<file path="config.mk">
export PLATFORM = sky130hd
export DESIGN_NAME = gpio_bank_regs
export DESIGN_NICKNAME = d
export VERILOG_FILES = /design/src/rtl/gpio_bank_pkg.sv /design/src/rtl/gpio_pin_sync.sv /design/src/rtl/gpio_cfg_regs.sv /design/src/rtl/gpio_line_path.sv /design/src/rtl/gpio_bank_regs.sv
export SDC_FILE = /design/constraint.sdc
export NUM_CORES = 1
export LEC_CHECK = 0
export BUFFER_PORTS_ARGS = -buffer_cell sky130_fd_sc_hd__buf_2
export CAP_MARGIN = 20
export CELL_PAD_IN_SITES_DETAIL_PLACEMENT = 1
export CELL_PAD_IN_SITES_GLOBAL_PLACEMENT = 1
export CORE_UTILIZATION = 43
export DETAILED_ROUTE_END_ITERATION = 10
export PLACE_DENSITY = 0.88
export SLEW_MARGIN = 30
export SYNTH_ARGS = -nofsm -noshare
export SYNTH_HDL_FRONTEND = slang
export SYNTH_SLANG_ARGS = --single-unit
</file>
<file path="constraint.sdc">
create_clock -name clk -period 5.5 [get_ports clk]
set_clock_uncertainty 0.2 [all_clocks]
set_input_delay 0.55 -clock clk [delete_from_list [all_inputs] [get_ports clk]]
set_output_delay 0.55 -clock clk [all_outputs]
set_load 0.05 [all_outputs]
</file>
<file path="src/rtl/gpio_bank_pkg.sv">
// Package: shared register indices and byte offsets for the GPIO line bank.
// Assumes word-aligned offsets below 0x100.
package gpio_bank_pkg;

    // Number of read/write configuration registers.
    localparam int unsigned NUM_RW = 9;

    // Index of each read/write register in the register store.
    localparam int unsigned IDX_MODE = 0;
    localparam int unsigned IDX_DIR  = 1;
    localparam int unsigned IDX_OUTD = 2;
    localparam int unsigned IDX_POL  = 3;
    localparam int unsigned IDX_EDGE = 4;
    localparam int unsigned IDX_FILT = 5;
    localparam int unsigned IDX_SRC  = 6;
    localparam int unsigned IDX_BOTH = 7;
    localparam int unsigned IDX_INEN = 8;

    // Byte offset of the read-only input data register.
    localparam logic [7:0] OFS_INDATA = 8'h0C;

    // Byte offset of read/write register idx.
    function automatic logic [7:0] rw_offset(input int unsigned idx);
        case (idx)
            IDX_MODE: rw_offset = 8'h00;
            IDX_DIR:  rw_offset = 8'h04;
            IDX_OUTD: rw_offset = 8'h08;
            IDX_POL:  rw_offset = 8'h20;
            IDX_EDGE: rw_offset = 8'h24;
            IDX_FILT: rw_offset = 8'h28;
            IDX_SRC:  rw_offset = 8'h40;
            IDX_BOTH: rw_offset = 8'h4C;
            default:  rw_offset = 8'h50;
        endcase
    endfunction

endpackage

</file>
<file path="src/rtl/gpio_pin_sync.sv">
// Module: gpio_pin_sync
// Brings asynchronous pad levels into the clock domain through a chain of
// STAGES flops per line. Assumes each pad bit is sampled independently;
// multi-bit coherence is not provided.
module gpio_pin_sync #(
    parameter int unsigned WIDTH  = 32,
    parameter int unsigned STAGES = 2
) (
    input  logic             clk,
    input  logic             rst_n,
    input  logic [WIDTH-1:0] pad_in,
    output logic [WIDTH-1:0] sync_out
);

    logic [WIDTH-1:0] chain_q [STAGES];

    // Shift the pad levels through the flop chain.
    always_ff @(posedge clk) begin
        if (!rst_n) begin
            for (int s = 0; s < STAGES; s++) chain_q[s] <= '0;
        end else begin
            chain_q[0] <= pad_in;
            for (int s = 1; s < STAGES; s++) chain_q[s] <= chain_q[s-1];
        end
    end

    assign sync_out = chain_q[STAGES-1];

    // Cycles since reset release, saturating; used only by the checker.
    logic [1:0] age_q;

    // Count cycles since reset release.
    always_ff @(posedge clk) begin
        if (!rst_n)              age_q <= '0;
        else if (age_q != 2'd3)  age_q <= age_q + 2'd1;
    end

    generate
        if (STAGES == 2) begin : g_chk2
            // output follows the pad exactly two edges later.
            a_r7_two_edge_lag: assert property (@(posedge clk) disable iff (!rst_n)
                (age_q >= 2'd2) |-> (sync_out == $past(pad_in, 2)));
        end
    endgenerate

endmodule

</file>
<file path="src/rtl/gpio_cfg_regs.sv">
// Module: gpio_cfg_regs
// Register file of the bank. It holds the nine read/write per-line
// registers, decodes word offsets, and returns read data, including the
// read-only input data view supplied by the line path. Assumes one access
// per strobe cycle; address bits 1:0 are ignored.
module gpio_cfg_regs
    import gpio_bank_pkg::*;
#(
    parameter int unsigned NUM_LINES = 32,
    parameter int unsigned DATA_W    = 32,
    parameter int unsigned ADDR_W    = 8
) (
    input  logic                 clk,
    input  logic                 rst_n,
    input  logic                 bus_sel,
    input  logic                 bus_wr,
    input  logic [ADDR_W-1:0]    bus_addr,
    input  logic [DATA_W-1:0]    bus_wdata,
    output logic [DATA_W-1:0]    bus_rdata,
    input  logic [NUM_LINES-1:0] indata_view,
    output logic [NUM_LINES-1:0] reg_mode,
    output logic [NUM_LINES-1:0] reg_dir,
    output logic [NUM_LINES-1:0] reg_outd,
    output logic [NUM_LINES-1:0] reg_pol,
    output logic [NUM_LINES-1:0] reg_edge,
    output logic [NUM_LINES-1:0] reg_filt,
    output logic [NUM_LINES-1:0] reg_src,
    output logic [NUM_LINES-1:0] reg_both,
    output logic [NUM_LINES-1:0] reg_inen
);

    localparam int unsigned WIDX_W = ADDR_W - 2;

    logic [WIDX_W-1:0]    word_idx;
    logic [NUM_LINES-1:0] store_q [NUM_RW];
    logic [NUM_RW-1:0]    rw_hit;
    logic                 in_hit;
    logic                 do_wr;
    logic                 do_rd;
    logic                 any_hit;
    logic [1:0]           unused_addr_lsb;

    assign word_idx        = bus_addr[ADDR_W-1:2];
    assign unused_addr_lsb = bus_addr[1:0];
    assign do_wr           = bus_sel && bus_wr;
    assign do_rd           = bus_sel && !bus_wr;
    assign in_hit          = (word_idx == WIDX_W'(OFS_INDATA >> 2));
    assign any_hit         = (|rw_hit) || in_hit;

    generate
        for (genvar i = 0; i < NUM_RW; i++) begin : g_reg
            localparam logic [7:0] OFS = rw_offset(i);

            // Offset match for this register.
            assign rw_hit[i] = (word_idx == WIDX_W'(OFS >> 2));

            // Hold this register; load it on an addressed write.
            always_ff @(posedge clk) begin
                if (!rst_n)                   store_q[i] <= '0;
                else if (do_wr && rw_hit[i])  store_q[i] <= bus_wdata[NUM_LINES-1:0];
            end

            // an addressed write lands in this register on the next cycle.
            a_r2_write_lands: assert property (@(posedge clk) disable iff (!rst_n)
                (do_wr && rw_hit[i]) |=> (store_q[i] == $past(bus_wdata[NUM_LINES-1:0])));

            // a write to another offset leaves this register alone.
            a_r3_other_write_keeps: assert property (@(posedge clk) disable iff (!rst_n)
                (do_wr && !rw_hit[i]) |=> $stable(store_q[i]));
        end
    endgenerate

    // Read data mux: zero-extended register or input view, 0 otherwise.
    always_comb begin
        bus_rdata = '0;
        if (do_rd) begin
            if (in_hit) bus_rdata = DATA_W'(indata_view);
            for (int i = 0; i < NUM_RW; i++) begin
                if (rw_hit[i]) bus_rdata = DATA_W'(store_q[i]);
            end
        end
    end

    assign reg_mode = store_q[IDX_MODE];
    assign reg_dir  = store_q[IDX_DIR];
    assign reg_outd = store_q[IDX_OUTD];
    assign reg_pol  = store_q[IDX_POL];
    assign reg_edge = store_q[IDX_EDGE];
    assign reg_filt = store_q[IDX_FILT];
    assign reg_src  = store_q[IDX_SRC];
    assign reg_both = store_q[IDX_BOTH];
    assign reg_inen = store_q[IDX_INEN];

    // an unmapped read returns 0.
    a_r3_unmapped_reads_zero: assert property (@(posedge clk) disable iff (!rst_n)
        (do_rd && !any_hit) |-> (bus_rdata == '0));

    // reset leaves every register cleared.
    a_r1_reset_clears: assert property (@(posedge clk)
        (!rst_n) |=> ((reg_mode | reg_dir | reg_outd | reg_src | reg_inen) == '0));

endmodule

</file>
<file path="src/rtl/gpio_line_path.sv">
// Module: gpio_line_path
// Per-line datapath: it forms the pad output value and output enable from
// the configuration, and builds the input data view from the synchronized
// pad. HAS_INPUT_GATE gates the view with input enable. LEGACY_READBACK
// shows the driven value for output lines. Assumes registered inputs.
module gpio_line_path #(
    parameter int unsigned NUM_LINES       = 32,
    parameter bit          HAS_INPUT_GATE  = 1'b1,
    parameter bit          LEGACY_READBACK = 1'b0
) (
    input  logic                 clk,
    input  logic                 rst_n,
    input  logic [NUM_LINES-1:0] reg_mode,
    input  logic [NUM_LINES-1:0] reg_dir,
    input  logic [NUM_LINES-1:0] reg_outd,
    input  logic [NUM_LINES-1:0] reg_src,
    input  logic [NUM_LINES-1:0] reg_inen,
    input  logic [NUM_LINES-1:0] pin_sync,
    output logic [NUM_LINES-1:0] pad_out,
    output logic [NUM_LINES-1:0] pad_oe,
    output logic [NUM_LINES-1:0] indata_view
);

    generate
        for (genvar n = 0; n < NUM_LINES; n++) begin : g_line
            logic drive_en;
            logic level_seen;
            logic gate_ok;

            // Driver on only for a general line set to output.
            assign drive_en   = !reg_mode[n] && reg_dir[n];
            assign pad_oe[n]  = drive_en;
            // Output register when selected, alternate source (0) otherwise.
            assign pad_out[n] = reg_src[n] ? 1'b0 : reg_outd[n];

            if (LEGACY_READBACK) begin : g_legacy
                assign level_seen = drive_en ? pad_out[n] : pin_sync[n];
            end else begin : g_pad
                assign level_seen = pin_sync[n];
            end

            if (HAS_INPUT_GATE) begin : g_gate
                assign gate_ok = reg_inen[n];
            end else begin : g_nogate
                logic unused_inen;
                assign unused_inen = reg_inen[n];
                assign gate_ok     = 1'b1;
            end

            assign indata_view[n] = level_seen && gate_ok;
        end
    endgenerate

    // an interrupt-mode line never has its driver on.
    a_r4_irq_line_not_driven: assert property (@(posedge clk) disable iff (!rst_n)
        ((pad_oe & reg_mode) == '0));

    // the alternate source never drives a 1.
    a_r5_alt_source_low: assert property (@(posedge clk) disable iff (!rst_n)
        ((pad_out & reg_src) == '0));

    // gated-off lines read 0 when the gate option is built in.
    a_r8_gate_blocks: assert property (@(posedge clk) disable iff (!rst_n)
        (HAS_INPUT_GATE == 1'b1) |-> ((indata_view & ~reg_inen) == '0));

endmodule

</file>
<file path="src/rtl/gpio_bank_regs.sv">
// Module: gpio_bank_regs (top)
// GPIO line bank: register file, pad synchronizer and per-line datapath.
// It exports the interrupt configuration and the synchronized pads to an
// external interrupt sensing block. Assumes NUM_LINES <= DATA_W and
// ADDR_W >= 7.
module gpio_bank_regs #(
    parameter int unsigned NUM_LINES       = 32,
    parameter int unsigned DATA_W          = 32,
    parameter int unsigned ADDR_W          = 8,
    parameter int unsigned SYNC_STAGES     = 2,
    parameter bit          HAS_INPUT_GATE  = 1'b1,
    parameter bit          LEGACY_READBACK = 1'b0
) (
    input  logic                 clk,
    input  logic                 rst_n,
    input  logic                 bus_sel,
    input  logic                 bus_wr,
    input  logic [ADDR_W-1:0]    bus_addr,
    input  logic [DATA_W-1:0]    bus_wdata,
    output logic [DATA_W-1:0]    bus_rdata,
    input  logic [NUM_LINES-1:0] pad_in,
    output logic [NUM_LINES-1:0] pad_out,
    output logic [NUM_LINES-1:0] pad_oe,
    output logic [NUM_LINES-1:0] pin_sync,
    output logic [NUM_LINES-1:0] line_irq_mode,
    output logic [NUM_LINES-1:0] line_pol_neg,
    output logic [NUM_LINES-1:0] line_edge,
    output logic [NUM_LINES-1:0] line_both,
    output logic [NUM_LINES-1:0] line_filt
);

    logic [NUM_LINES-1:0] reg_mode, reg_dir, reg_outd, reg_src, reg_inen;
    logic [NUM_LINES-1:0] indata_view;

    gpio_cfg_regs #(
        .NUM_LINES (NUM_LINES),
        .DATA_W    (DATA_W),
        .ADDR_W    (ADDR_W)
    ) u_regs (
        .clk         (clk),
        .rst_n       (rst_n),
        .bus_sel     (bus_sel),
        .bus_wr      (bus_wr),
        .bus_addr    (bus_addr),
        .bus_wdata   (bus_wdata),
        .bus_rdata   (bus_rdata),
        .indata_view (indata_view),
        .reg_mode    (reg_mode),
        .reg_dir     (reg_dir),
        .reg_outd    (reg_outd),
        .reg_pol     (line_pol_neg),
        .reg_edge    (line_edge),
        .reg_filt    (line_filt),
        .reg_src     (reg_src),
        .reg_both    (line_both),
        .reg_inen    (reg_inen)
    );

    gpio_pin_sync #(
        .WIDTH  (NUM_LINES),
        .STAGES (SYNC_STAGES)
    ) u_sync (
        .clk      (clk),
        .rst_n    (rst_n),
        .pad_in   (pad_in),
        .sync_out (pin_sync)
    );

    gpio_line_path #(
        .NUM_LINES       (NUM_LINES),
        .HAS_INPUT_GATE  (HAS_INPUT_GATE),
        .LEGACY_READBACK (LEGACY_READBACK)
    ) u_path (
        .clk         (clk),
        .rst_n       (rst_n),
        .reg_mode    (reg_mode),
        .reg_dir     (reg_dir),
        .reg_outd    (reg_outd),
        .reg_src     (reg_src),
        .reg_inen    (reg_inen),
        .pin_sync    (pin_sync),
        .pad_out     (pad_out),
        .pad_oe      (pad_oe),
        .indata_view (indata_view)
    );

    assign line_irq_mode = reg_mode;

    // a direction write turns on exactly the general lines it names.
    a_r4_dir_write_drives: assert property (@(posedge clk) disable iff (!rst_n)
        (bus_sel && bus_wr && (bus_addr[ADDR_W-1:2] == (ADDR_W-2)'(1)))
        |=> (pad_oe == ($past(bus_wdata[NUM_LINES-1:0]) & ~line_irq_mode)));

endmodule

</file>
== Word-level counts from Yosys, hierarchy flattened ==
Memories as Yosys holds them, arrays and structs flattened.
Cells that the tools add are included.
Cells by class
  eq/ne operators: 9
  muxes and demuxes: 83
  bitwise operators: 11
  reduce and logical (&&, ||, !) cells: 109
Operators by type and width (number)
  $mux 32: 22
  $logic_and 1x1->1: 75
  $mux 1: 61
  $logic_not 1->1: 33
  $eq 6x4->1 const B: 3
  $eq 6x5->1 const B: 3
  $eq 6x2->1 const B: 2
  $or 1x1->1: 11
  $eq 6x1->1 const B: 1
  $logic_not 6->1: 1
Storage, ports and cells
  flip-flop bits (word level): 0
  bits in writable memories: 352
  bits of input ports: 76
  output and inout port bits: 288
  word-level logic and storage cells: 214
  memories: 2
Memories
  u_regs.store_q: words 9, bits a word 32, rd ports 9, clocked after Yosys merged registers in 0, wr ports 9, RTL line gpio_cfg_regs.sv:35  | logic [NUM_LINES-1:0] store_q [NUM_RW];
  u_sync.chain_q: words 2, bits a word 32, rd ports 2, clocked after Yosys merged registers in 0, wr ports 2, RTL line gpio_pin_sync.sv:15  | logic [WIDTH-1:0] chain_q [STAGES];

== Depth between registers and ports, before layout ==
Gate-level depths: netlist (run 1).
  depth after elaboration: 12
  depth in mapped cells: 8
  gate-level depth less buffers: 5

== Hierarchy ==
A second synthesis (run 1) with hierarchy kept.
Second synthesis, totals
  cells, all modules: 1259
  area total of the unflattened synthesis: 16315.6 µm²
By module, submodules not included
  gpio_cfg_regs: times used 1, cells an instance 965, area each 12962.4 µm², seq. area each 8648.3 µm²
  gpio_pin_sync: times used 1, cells an instance 166, area each 2031.9 µm², seq. area each 1281.2 µm²
  gpio_line_path: times used 1, cells an instance 128, area each 1321.3 µm², seq. area each 0.0 µm²

== Least setup slack after synthesis (run 1) ==
Ideal clock, no wire load.
  path kind: input to register
  from: in bus_addr[4]
  to: mem u_regs.store_q[0][0] (enable)
  library setup time: 0.470 ns
  data arrival time: 4.107 ns
  data required time: 4.830 ns
  setup slack: 0.723 ns
  stages: 5
  path buffers: 2
  cells stage by stage: buf_2 nor4_2 clkbuf_1 nand3_1 o31ai_1
RTL lines
  from (decl): RTL line gpio_bank_regs.sv:18  | input logic [ADDR_W-1:0] bus_addr,
  to (decl): RTL line gpio_cfg_regs.sv:35

== Worst setup path after layout (run 1) ==
  from: in bus_addr[4]
  to: out bus_rdata[25]
On the way
  word-level cells in the longest chain between the ends: 12
  elaborated cells between the ends (all ways): 21
  those cells by class: eq/ne (9); mux (11); reduce/logical (1)
RTL lines
  $eq 6x2->1: RTL line gpio_cfg_regs.sv:47  | assign in_hit = (word_idx == WIDX_W'(OFS_INDATA >> 2));
  $mux 32: RTL line gpio_cfg_regs.sv:77  | if (in_hit) bus_rdata = DATA_W'(indata_view);
  $mux 32 (8 in series): RTL line gpio_cfg_regs.sv:79  | if (rw_hit[i]) bus_rdata = DATA_W'(store_q[i]);
  $mux 32 (*): RTL line gpio_cfg_regs.sv:79
  $mux 32 (*): RTL line gpio_cfg_regs.sv:76  | if (do_rd) begin
  to (decl): RTL line gpio_bank_regs.sv:20  | output logic [DATA_W-1:0] bus_rdata,
Every way passes the cells marked *; elsewhere a longest branch is shown, timed or not.

==> results of run 1 <==
cell families (layout without fill, tap and decap cells):
group | after synthesis | after routing | synth area share
compound gates | 224 | 224 | 0.102
buf+inv | 158 | 472 | 0.0553
flops | 352 | 352 | 0.605
mux | 57 | 57 | 0.0380
other cells | 0 | 5 | 0
simple gates | 544 | 544 | 0.199
critical path: cells and delay by family:
kind / cells / cell delay, ns
AOI/OAI and AO/OA: 3 / 0.66
buffers and inverters: 2 / 0.50
and+or+nand+nor: 2 / 1.63
metrics by stage:
stage / area [um^2] / power (mW)
detailed placement: 18500 / 4.00
finish: 19900 / 6.51
floorplan: 16400 / 3.72
global route: 19900 / 6.65
global placement: 18400 / 3.97
CTS: 19800 / 6.52
state kept, by name (all words and copies together) (netlist names):
signal / flops
u_sync.chain_q: 64
u_regs.store_q: 288
metal layers:
metal / track usage / up-vias / share of wire
met1: 0.379 / 6444 / 0.37
met4: 0.162 / 2 / 0.046
met2: 0.550 / 823 / 0.49
met5: 0 / - / 0.00017
met3: 0.0736 / 187 / 0.092
li1: - / 5359 / -
where the power goes:
part	leakage, nW	total (mW)	internal (mW)	switching [mW]
clock	0.607	2.55	1.48	1.07
combinational	3.96	0.853	0.187	0.666
sequential	3.27	3.11	3.02	0.0938
total	7.83	6.51	4.68	1.83
final cells by class:
cell class | count | share of cell area
sequential | 352 | 0.500
multi-input combinational | 825 | 0.291
timing repair buffer | 399 | 0.114
clock buffer | 60 | 0.0597
tap | 511 | 0.0322
clock inverter | 11 | 0.00252
antenna | 5 | 0.000629
inverter | 2 | 0.000378
synth_stat cells (2+ instances only):
library cell	number
and2_1	357
edfxtp_1	288
nor2b_1	67
buf_4	66
a21oi_1	65
dfxtp_1	64
nand2_1	54
clkbuf_1	52
mux2i_1	33
nand3_1	27
a221o_1	26
buf_2	26
o21ai_0	26
o221ai_1	25
mux2_2	22
o2111ai_1	21
o221a_1	19
nor2_1	14
a211oi_1	8
a221oi_1	8
a211o_1	5
and3_1	5
buf_1	5
o211ai_1	5
buf_6	4
o22ai_1	4
clkbuf_2	3
nand2b_1	3
nor2_2	3
o31ai_1	3
a21o_1	2
a222oi_1	2
a22oi_1	2
mux4_2	2
nor3_2	2
o221a_2	2
path summary, 6_finish.rpt:
check                                                        end                             from  slack (ns)
worst max register to register  u_sync.chain_q[0][33]$_SDFF_PN0_  u_sync.chain_q[0][1]$_SDFF_PN0_        4.70
worst min register to register  u_sync.chain_q[0][40]$_SDFF_PN0_  u_sync.chain_q[0][8]$_SDFF_PN0_        0.23
worst min-delay path            u_sync.chain_q[0][13]$_SDFF_PN0_                       pad_in[13]        0.02
worst max-delay path                               bus_rdata[25]                      bus_addr[4]        1.39
==> flow_summary.ini, run 1 <==
[routing]
viasPerCell = 5.92
avgRoutedWirePerCell_um = 29.2
dr.pass1.iters = 6
ant_nets = 0
num_vias = 12815
first_iter_violations = 1033
drc_errors = 0
routed_wirelength_um = 63300

[synthesis]
async_flop_share = 0
ys_ff_latch = 352
syn_area_per_cell_um2 = 12.3
postSynthCellCount = 1335
ys_seq_area_frac = 0.605
synth_ff_type = edfxtp_1
synth_edf_count = 288
synth_fp_nets = 1411
ys_warn_count = 0
synth_area_leaders = edfxtp_1, and2_1, dfxtp_1
ys_types = 51
netlist_area_um2 = 16400
synth_top_area_cell = edfxtp_1
yosys.area.top_type_share = 0.527

[cells_and_area]
drive_gt1_frac = 0.312
regArea_um2 = 9930
final_cell_mix = buf_2, and2_1, edfxtp_1, nor2b_1, a21oi_1
instances_no_fill = 2165
fin_util = 0.529
nFillCells = 3940
layout.nets = 1695
syn2layout_area_growth_pct = 21.2
multi_input_area_um2 = 5780
layout_commonest_cell = buf_2

[clocking]
clock_latency_ns = 0.53
htreeDepth = 2
post-cts-setup-buffer-count = 0
cts_sinks = 352
post_cts_resized = 0
cts_tree = done
cts_buffers = 39
clk_root_buffer_cell = clkbuf_16
path_clk_slew_ns = 0.06
cts_buffer_depth = 3
cts_hold_buf = 0

[pwr]
leakagePower_nw = 7.83
power_density_nw_per_um2 = 328
ir_worst_vdd_mv = 0.258

[timing]
slew_headroom = 0.312
tightestPinTransition_ns = 1.03
setup_slack_ns = 1.39
hold_viol = 0
fin_setup_tns_ns = 0
setup_violations = 0
fin_crit_ns = 4.11
post-route-period-util = 0.747
fmax_mhz = 244
rsz0062_at_grt = false
drv_slew = 0
holdWs_ns = 0.0220

[grt]
grt-ovfl-total = 0
track_usage = 0.322
grt_pass1_vias = 13688
antenna_found_initial = 7
grt_max_degree = 74
grt_pass1_wl_um = 90300

[place]
gp_congestion = 0.811
placed_cells = 2086
hpwl_um = 41400
dp_slack_ns = 1.46
port_buffers = 361

[setup_path]
path_cells = buf_2, or4b_1, nor2_4, a21oi_1, a21oi_1, o221a_1, buf_2
crit_type = primary input to primary output
cp_max_fo = 22
required_ns = 4.75
critical_path.slowest_cell = nor2_4
slowest_delay_ns = 0.82
critPathLaunchType = primary input
rr_worst_depth = 1
worstPathArrival_ns = 3.36
worst_setup_path_end_kind = primary output

[floorplan]
rows = 71
pin_count = 364
die_area_um2 = 38900
start_util = 0.436
fp.dieW_um = 197
die_y_um = 197
core_area_um2 = 37600

[flow_run]
maxCapViolCount = 0

[min_path]
min_path_cells = 2
hp-class = primary input to register

[status]
status = finished clean
No activity file was read; power rests on OpenSTA's default activity.
==> run 2: changes to the inputs <==
--- a/config.mk
+++ b/config.mk
@@ -5,13 +5,14 @@
 export SDC_FILE = /design/constraint.sdc
 export NUM_CORES = 1
 export LEC_CHECK = 0
+export ABC_AREA = 1
 export BUFFER_PORTS_ARGS = -buffer_cell sky130_fd_sc_hd__buf_2
 export CAP_MARGIN = 20
 export CELL_PAD_IN_SITES_DETAIL_PLACEMENT = 1
 export CELL_PAD_IN_SITES_GLOBAL_PLACEMENT = 1
-export CORE_UTILIZATION = 43
+export CORE_UTILIZATION = 37
 export DETAILED_ROUTE_END_ITERATION = 10
-export PLACE_DENSITY = 0.88
+export PLACE_DENSITY = 0.85
 export SLEW_MARGIN = 30
 export SYNTH_ARGS = -nofsm -noshare
 export SYNTH_HDL_FRONTEND = slang
==> constraint.sdc (replaced) <==
create_clock -name clk -period 3.35 [get_ports clk]
set_clock_uncertainty 0.2 [all_clocks]
set_input_delay 0.335 -clock clk [delete_from_list [all_inputs] [get_ports clk]]
set_output_delay 0.335 -clock clk [all_outputs]
set_load 0.05 [all_outputs]
==> flow_summary.ini, run 2 <==
[cells_and_area]
layout_commonest_cell = nor2_1
syn2layout_area_growth_pct = 26.2
drive_gt1_frac = 0.250
layout.nets = 2139
final_cell_mix = nor2_1, buf_2, nand2_1, edfxtp_1, inv_1
instances_no_fill = 2632
largest-register = u_regs.store_q
biggestRegsByFlops = u_regs.store_q (288), u_sync.chain_q (64)
largest_reg_flops = 288

[floorplan]
fp.dieW_um = 208
start_util = 0.376
core_area_um2 = 41900
rows = 75
pin_count = 364
die_area_um2 = 43500
die_y_um = 208

[clocking]
cts_buffer_depth = 3
clk_root_buffer_cell = clkbuf_16
post_cts_resized = 0
clock_latency_ns = 0.55
cts_buffers = 39
cts_sinks = 352
path_clk_slew_ns = 0.07
htreeDepth = 2
cts_tree = done
post-cts-setup-buffer-count = 0

[setup_path]
worst_setup_path_end_kind = primary output
path_cells = buf_2, nor2_4, nand3_1, inv_2, buf_4, a21oi_1, nand4_1, o21ai_0, nand3_1, nand2_1, inv_1, buf_12
critical_path.slowest_cell = inv_2
cp_max_fo = 16
cp.buffers_inverters = 5
crit_type = primary input to primary output
crit_family = buffers and inverters
worstPathArrival_ns = 2.59
required_ns = 2.81
critPathLaunchType = primary input
cp_common_cell = nand3_1
slowest_delay_ns = 0.51

[timing]
hold_viol = 0
fin_crit_ns = 3.12
setup_violations = 0
post-route-period-util = 0.932
fin_setup_tns_ns = 0
tightestPinTransition_ns = 0.938
holdWs_ns = 0.0593
slew_headroom = 0.373
drv_slew = 0
fmax_mhz = 320
rsz0062_at_grt = false

[synthesis]
ys_types = 23
synth_edf_count = 288
async_flop_share = 0
synthTopCellsByCount = nor2_1, nand2_1, edfxtp_1
syn_area_per_cell_um2 = 9.23
ys_seq_area_frac = 0.630
ys_warn_count = 0
postSynthCellCount = 1708
yosysMostFrequentCell = nor2_1
ys_ff_latch = 352
yosys.area.top_type_share = 0.548
netlist_area_um2 = 15800
synth_top_area_cell = edfxtp_1
synth_ff_type = edfxtp_1
synth_area_leaders = edfxtp_1, nor2_1, dfxtp_1
synth_fp_nets = 1784

[grt]
grt_pass1_vias = 15014
antenna_found_initial = 1
grt-ovfl-total = 0
grt_max_degree = 39
track_usage = 0.310
grt_pass1_wl_um = 97400

[status]
status = finished clean

[place]
hpwl_um = 44100
port_buffers = 361
placed_cells = 2527
gp_congestion = 0.874

[routing]
num_vias = 14050
viasPerCell = 5.34
drc_errors = 0
avgRoutedWirePerCell_um = 25.7
dr.pass1.iters = 5
first_iter_violations = 1228
routed_wirelength_um = 67600
ant_nets = 0

[pwr]
leakagePower_nw = 9.25
ir_worst_vdd_mv = 0.283
power_density_nw_per_um2 = 556

[min_path]
hp-class = primary input to register

[flow_run]
maxCapViolCount = 0
## run 2: worst reg2reg max path, delay by kind of cell (launching register included)
family                 cells  cell delay, ns
buffers and inverters      1            0.06
flip-flops                 1            0.30
AND/OR/NAND/NOR            1            0.08
## run 2: final timing paths
check | from | slack [ns] | endpoint | cells after the start
worst max register to register | u_sync.chain_q[0][4]$_SDFF_PN0_ | 2.60 | u_sync.chain_q[0][36]$_SDFF_PN0_ | 2
worst min-delay path | bus_wdata[20] | 0.06 | u_regs.store_q[2][20]$_SDFFCE_PN0P_ | 3
worst min register to register | u_sync.chain_q[0][23]$_SDFF_PN0_ | 0.21 | u_sync.chain_q[0][55]$_SDFF_PN0_ | 2
worst max-delay path | bus_addr[7] | 0.23 | bus_rdata[24] | 12
## run 2: timing repair
action	CTS	global route
endpoints found under the setup margin	0	0
hold buffers	34	0
hold endpoints to repair	33	0
## run 2: report_power, final
group | switching, mW | internal (mW)
clock network | 1.80 | 2.81
logic | 1.09 | 0.267
registers | 0.148 | 4.95
total | 3.04 | 8.03
## run 2: metrics by stage
stage          total power [mW]  cell area, um^2   util  setup slack [ns]
2_1_floorplan              6.05            15800      -             0.202
3_3_place_gp               6.45            18200  0.433             0.345
3_5_place_dp               6.50            18200  0.433             0.239
4_1_cts                    11.1            19900  0.474             0.286
5_1_grt                    11.3            19900  0.475             0.124
6_report                   11.1            19900  0.475             0.228
## run 2: final cells by class
type                    instances  area (um^2)
diodes                          1         2.50
clock buffers                  57         1210
clock inverters                13          169
fillers                      4833        22000
inverters                     223          837
multi-input cells             993         4320
flip-flops and latches        352         9930
well taps                     539          674
repair buffers                454         2760
## run 2: logic make-up (layout without fill, tap and decap cells)
logic type,count (synthesis),after routing,synth area share
other,0,1,0
flip-flops,352,352,0.630
AO/OA/AOI/OAI,89,89,0.0282
AND/OR/NAND/NOR,904,904,0.237
buffers and inverters,363,747,0.105
## run 2: routing by layer
metal  GRT usage  vias to the layer above  wire, um
met5           0                        -         0
met4       0.155                        0      3070
met3      0.0503                      203      5410
met2       0.531                      788     33500
met1       0.377                     6988     25600
li1            -                     6071         -
==> run 3: changes to the inputs <==
--- a/config.mk
+++ b/config.mk
@@ -12,8 +12,9 @@
 export CELL_PAD_IN_SITES_GLOBAL_PLACEMENT = 1
 export CORE_UTILIZATION = 37
 export DETAILED_ROUTE_END_ITERATION = 10
+export GPL_TIMING_DRIVEN = 0
 export PLACE_DENSITY = 0.85
-export SLEW_MARGIN = 30
+export SLEW_MARGIN = 20
 export SYNTH_ARGS = -nofsm -noshare
 export SYNTH_HDL_FRONTEND = slang
 export SYNTH_SLANG_ARGS = --single-unit
==> flow_summary.ini, run 3 (same netlist as run 2, synthesis figures left out) <==
[status]
status = finished clean

[timing]
drv_slew = 0
tightestPinTransition_ns = 1.24
fin_crit_ns = 3.32
slew_headroom = 0.173
setup_violations = 0
hold_viol = 0
post-route-period-util = 0.990
rsz0062_at_grt = true
holdWs_ns = 0.0659
fmax_mhz = 302

[setup_path]
slowest_delay_ns = 0.64
critical_path.slowest_cell = clkbuf_1
required_ns = 2.81
cp_max_fo = 10
crit_type = primary input to primary output
crit_family = buffers and inverters
cp_common_cell = inv_1
worstPathArrival_ns = 2.78
path_cells = buf_2, inv_1, nor2_2, nand4_2, inv_1, clkbuf_1, a21oi_1, nand3_1, nand2_1, inv_1, buf_2
critPathLaunchType = primary input
cp.buffers_inverters = 6
worst_setup_path_end_kind = primary output

[floorplan]
rows = 75
start_util = 0.376
pin_count = 364
fp.dieW_um = 208
die_area_um2 = 43500
die_y_um = 208
core_area_um2 = 41900

[place]
gp_congestion = 0.862
hpwl_um = 50300
dpl_cell_area_um2 = 18800
port_buffers = 360

[grt]
antenna_found_initial = 3
track_usage = 0.334
grt_pass1_vias = 15559
grt-ovfl-total = 0
grt_max_degree = 33
grt_pass1_wl_um = 104000

[clocking]
htreeDepth = 2
cts_buffer_depth = 3
cts_sinks = 352
cts_tree = done
cts_buffers = 39
clk_root_buffer_cell = clkbuf_16
clock_latency_ns = 0.54
path_clk_slew_ns = 0.07

[pwr]
leakagePower_nw = 9.63
ir_worst_vdd_mv = 0.363
power_density_nw_per_um2 = 537

[cells_and_area]
nFillCells = 4867
fin_util = 0.487
syn2layout_area_growth_pct = 29.4
largest_reg_flops = 288
largest-register = u_regs.store_q
biggestRegsByFlops = u_regs.store_q (288), u_sync.chain_q (64)
final_cell_mix = nor2_1, buf_2, nand2_1, edfxtp_1, inv_1
layout.nets = 2234
layout_commonest_cell = nor2_1
design_area_um2 = 20400
drive_gt1_frac = 0.264

[routing]
avgRoutedWirePerCell_um = 26.8
first_iter_violations = 1425
routed_wirelength_um = 73300
num_vias = 14718
viasPerCell = 5.39
drc_errors = 0
ant_nets = 0
dr.pass1.iters = 5

[flow_run]
maxCapViolCount = 0

[min_path]
hp-class = primary input to register
[run 3: changes by cell type in the layout (fill, tap and decap cells not counted), sizes merged]
| cell | before | now |
|---|---|---|
| clkinv | 38 | 47 |
| buf | 420 | 476 |
| clkdlybuf4s15 | 0 | 1 |
| clkinvlp | 3 | 0 |
| bufinv | 4 | 3 |
| clkbuf | 57 | 91 |
| dlygate4sd3 | 34 | 32 |
| diode | 1 | 3 |
| inv | 191 | 194 |
[run 3: what timing repair did]
item | in CTS | in global routing
hold buffers | 32 | 0
setup buffers | 0 | 0
setup endpoints to repair | 9 | 12
hold endpoints to repair | 32 | 0
resized for setup | 2 | 5
[run 3: where the power goes]
group	switching, mW	leakage, nW	internal [mW]
combinational	1.12	5.72	0.336
sequential	0.154	3.27	4.95
clock	1.83	0.648	2.58
total	3.11	9.63	7.86
[run 3: final cells by class]
cell class / instances / area [um^2] / share of cell area
Multi-Input combinational cell: 993 / 4270 / 0.209
Timing Repair Buffer: 409 / 2550 / 0.125
Inverter: 223 / 837 / 0.0410
Clock inverter: 21 / 194 / 0.00950
Sequential cell: 352 / 9930 / 0.486
Buffer: 140 / 838 / 0.0411
Antenna cell: 3 / 7.51 / 0.000368
Clock buffer: 51 / 1110 / 0.0544
Tap cell: 539 / 674 / 0.0330
[run 3: tightest hold or removal path, delay by kind of cell]
| kind | cells | cell delay, ns |
|---|---|---|
| simple gates | 1 | 0.07 |
| buf+inv | 2 | 0.24 |
[run 3: path summary, 6_finish.rpt]
kind,endpoint,startpoint,slack (ns),depth (start not counted)
worst max-delay path,bus_rdata[31],bus_addr[6],0.03,11
worst min-delay path,u_regs.store_q[0][5]$_SDFFCE_PN0P_,bus_wdata[5],0.07,3
worst max register to register,u_sync.chain_q[0][53]$_SDFF_PN0_,u_sync.chain_q[0][21]$_SDFF_PN0_,2.54,2
worst min register to register,u_sync.chain_q[0][41]$_SDFF_PN0_,u_sync.chain_q[0][9]$_SDFF_PN0_,0.21,2
[run 3: per-layer routing]
layer	GRT usage	part of all wire
met5	0	0
met1	0.427	0.39
met2	0.536	0.47
met4	0.189	0.054
met3	0.0599	0.087
[run 3: metrics by stage]
| stage | TNS (ns) | power [mW] | worst slack [ns] | cells |
|---|---|---|---|---|
| final | 0 | 11.0 | 0.0348 | 2731 |
| after detailed placement | -23.86 | 6.59 | -0.364 | 2623 |
| after global routing | -0.0222 | 11.2 | -0.0222 | 2730 |
| after floorplan | 0 | 6.05 | 0.202 | 1708 |
| after global placement | -492.50 | 6.49 | -2.67 | 2607 |
| after CTS | 0 | 10.9 | 0.00967 | 2727 |
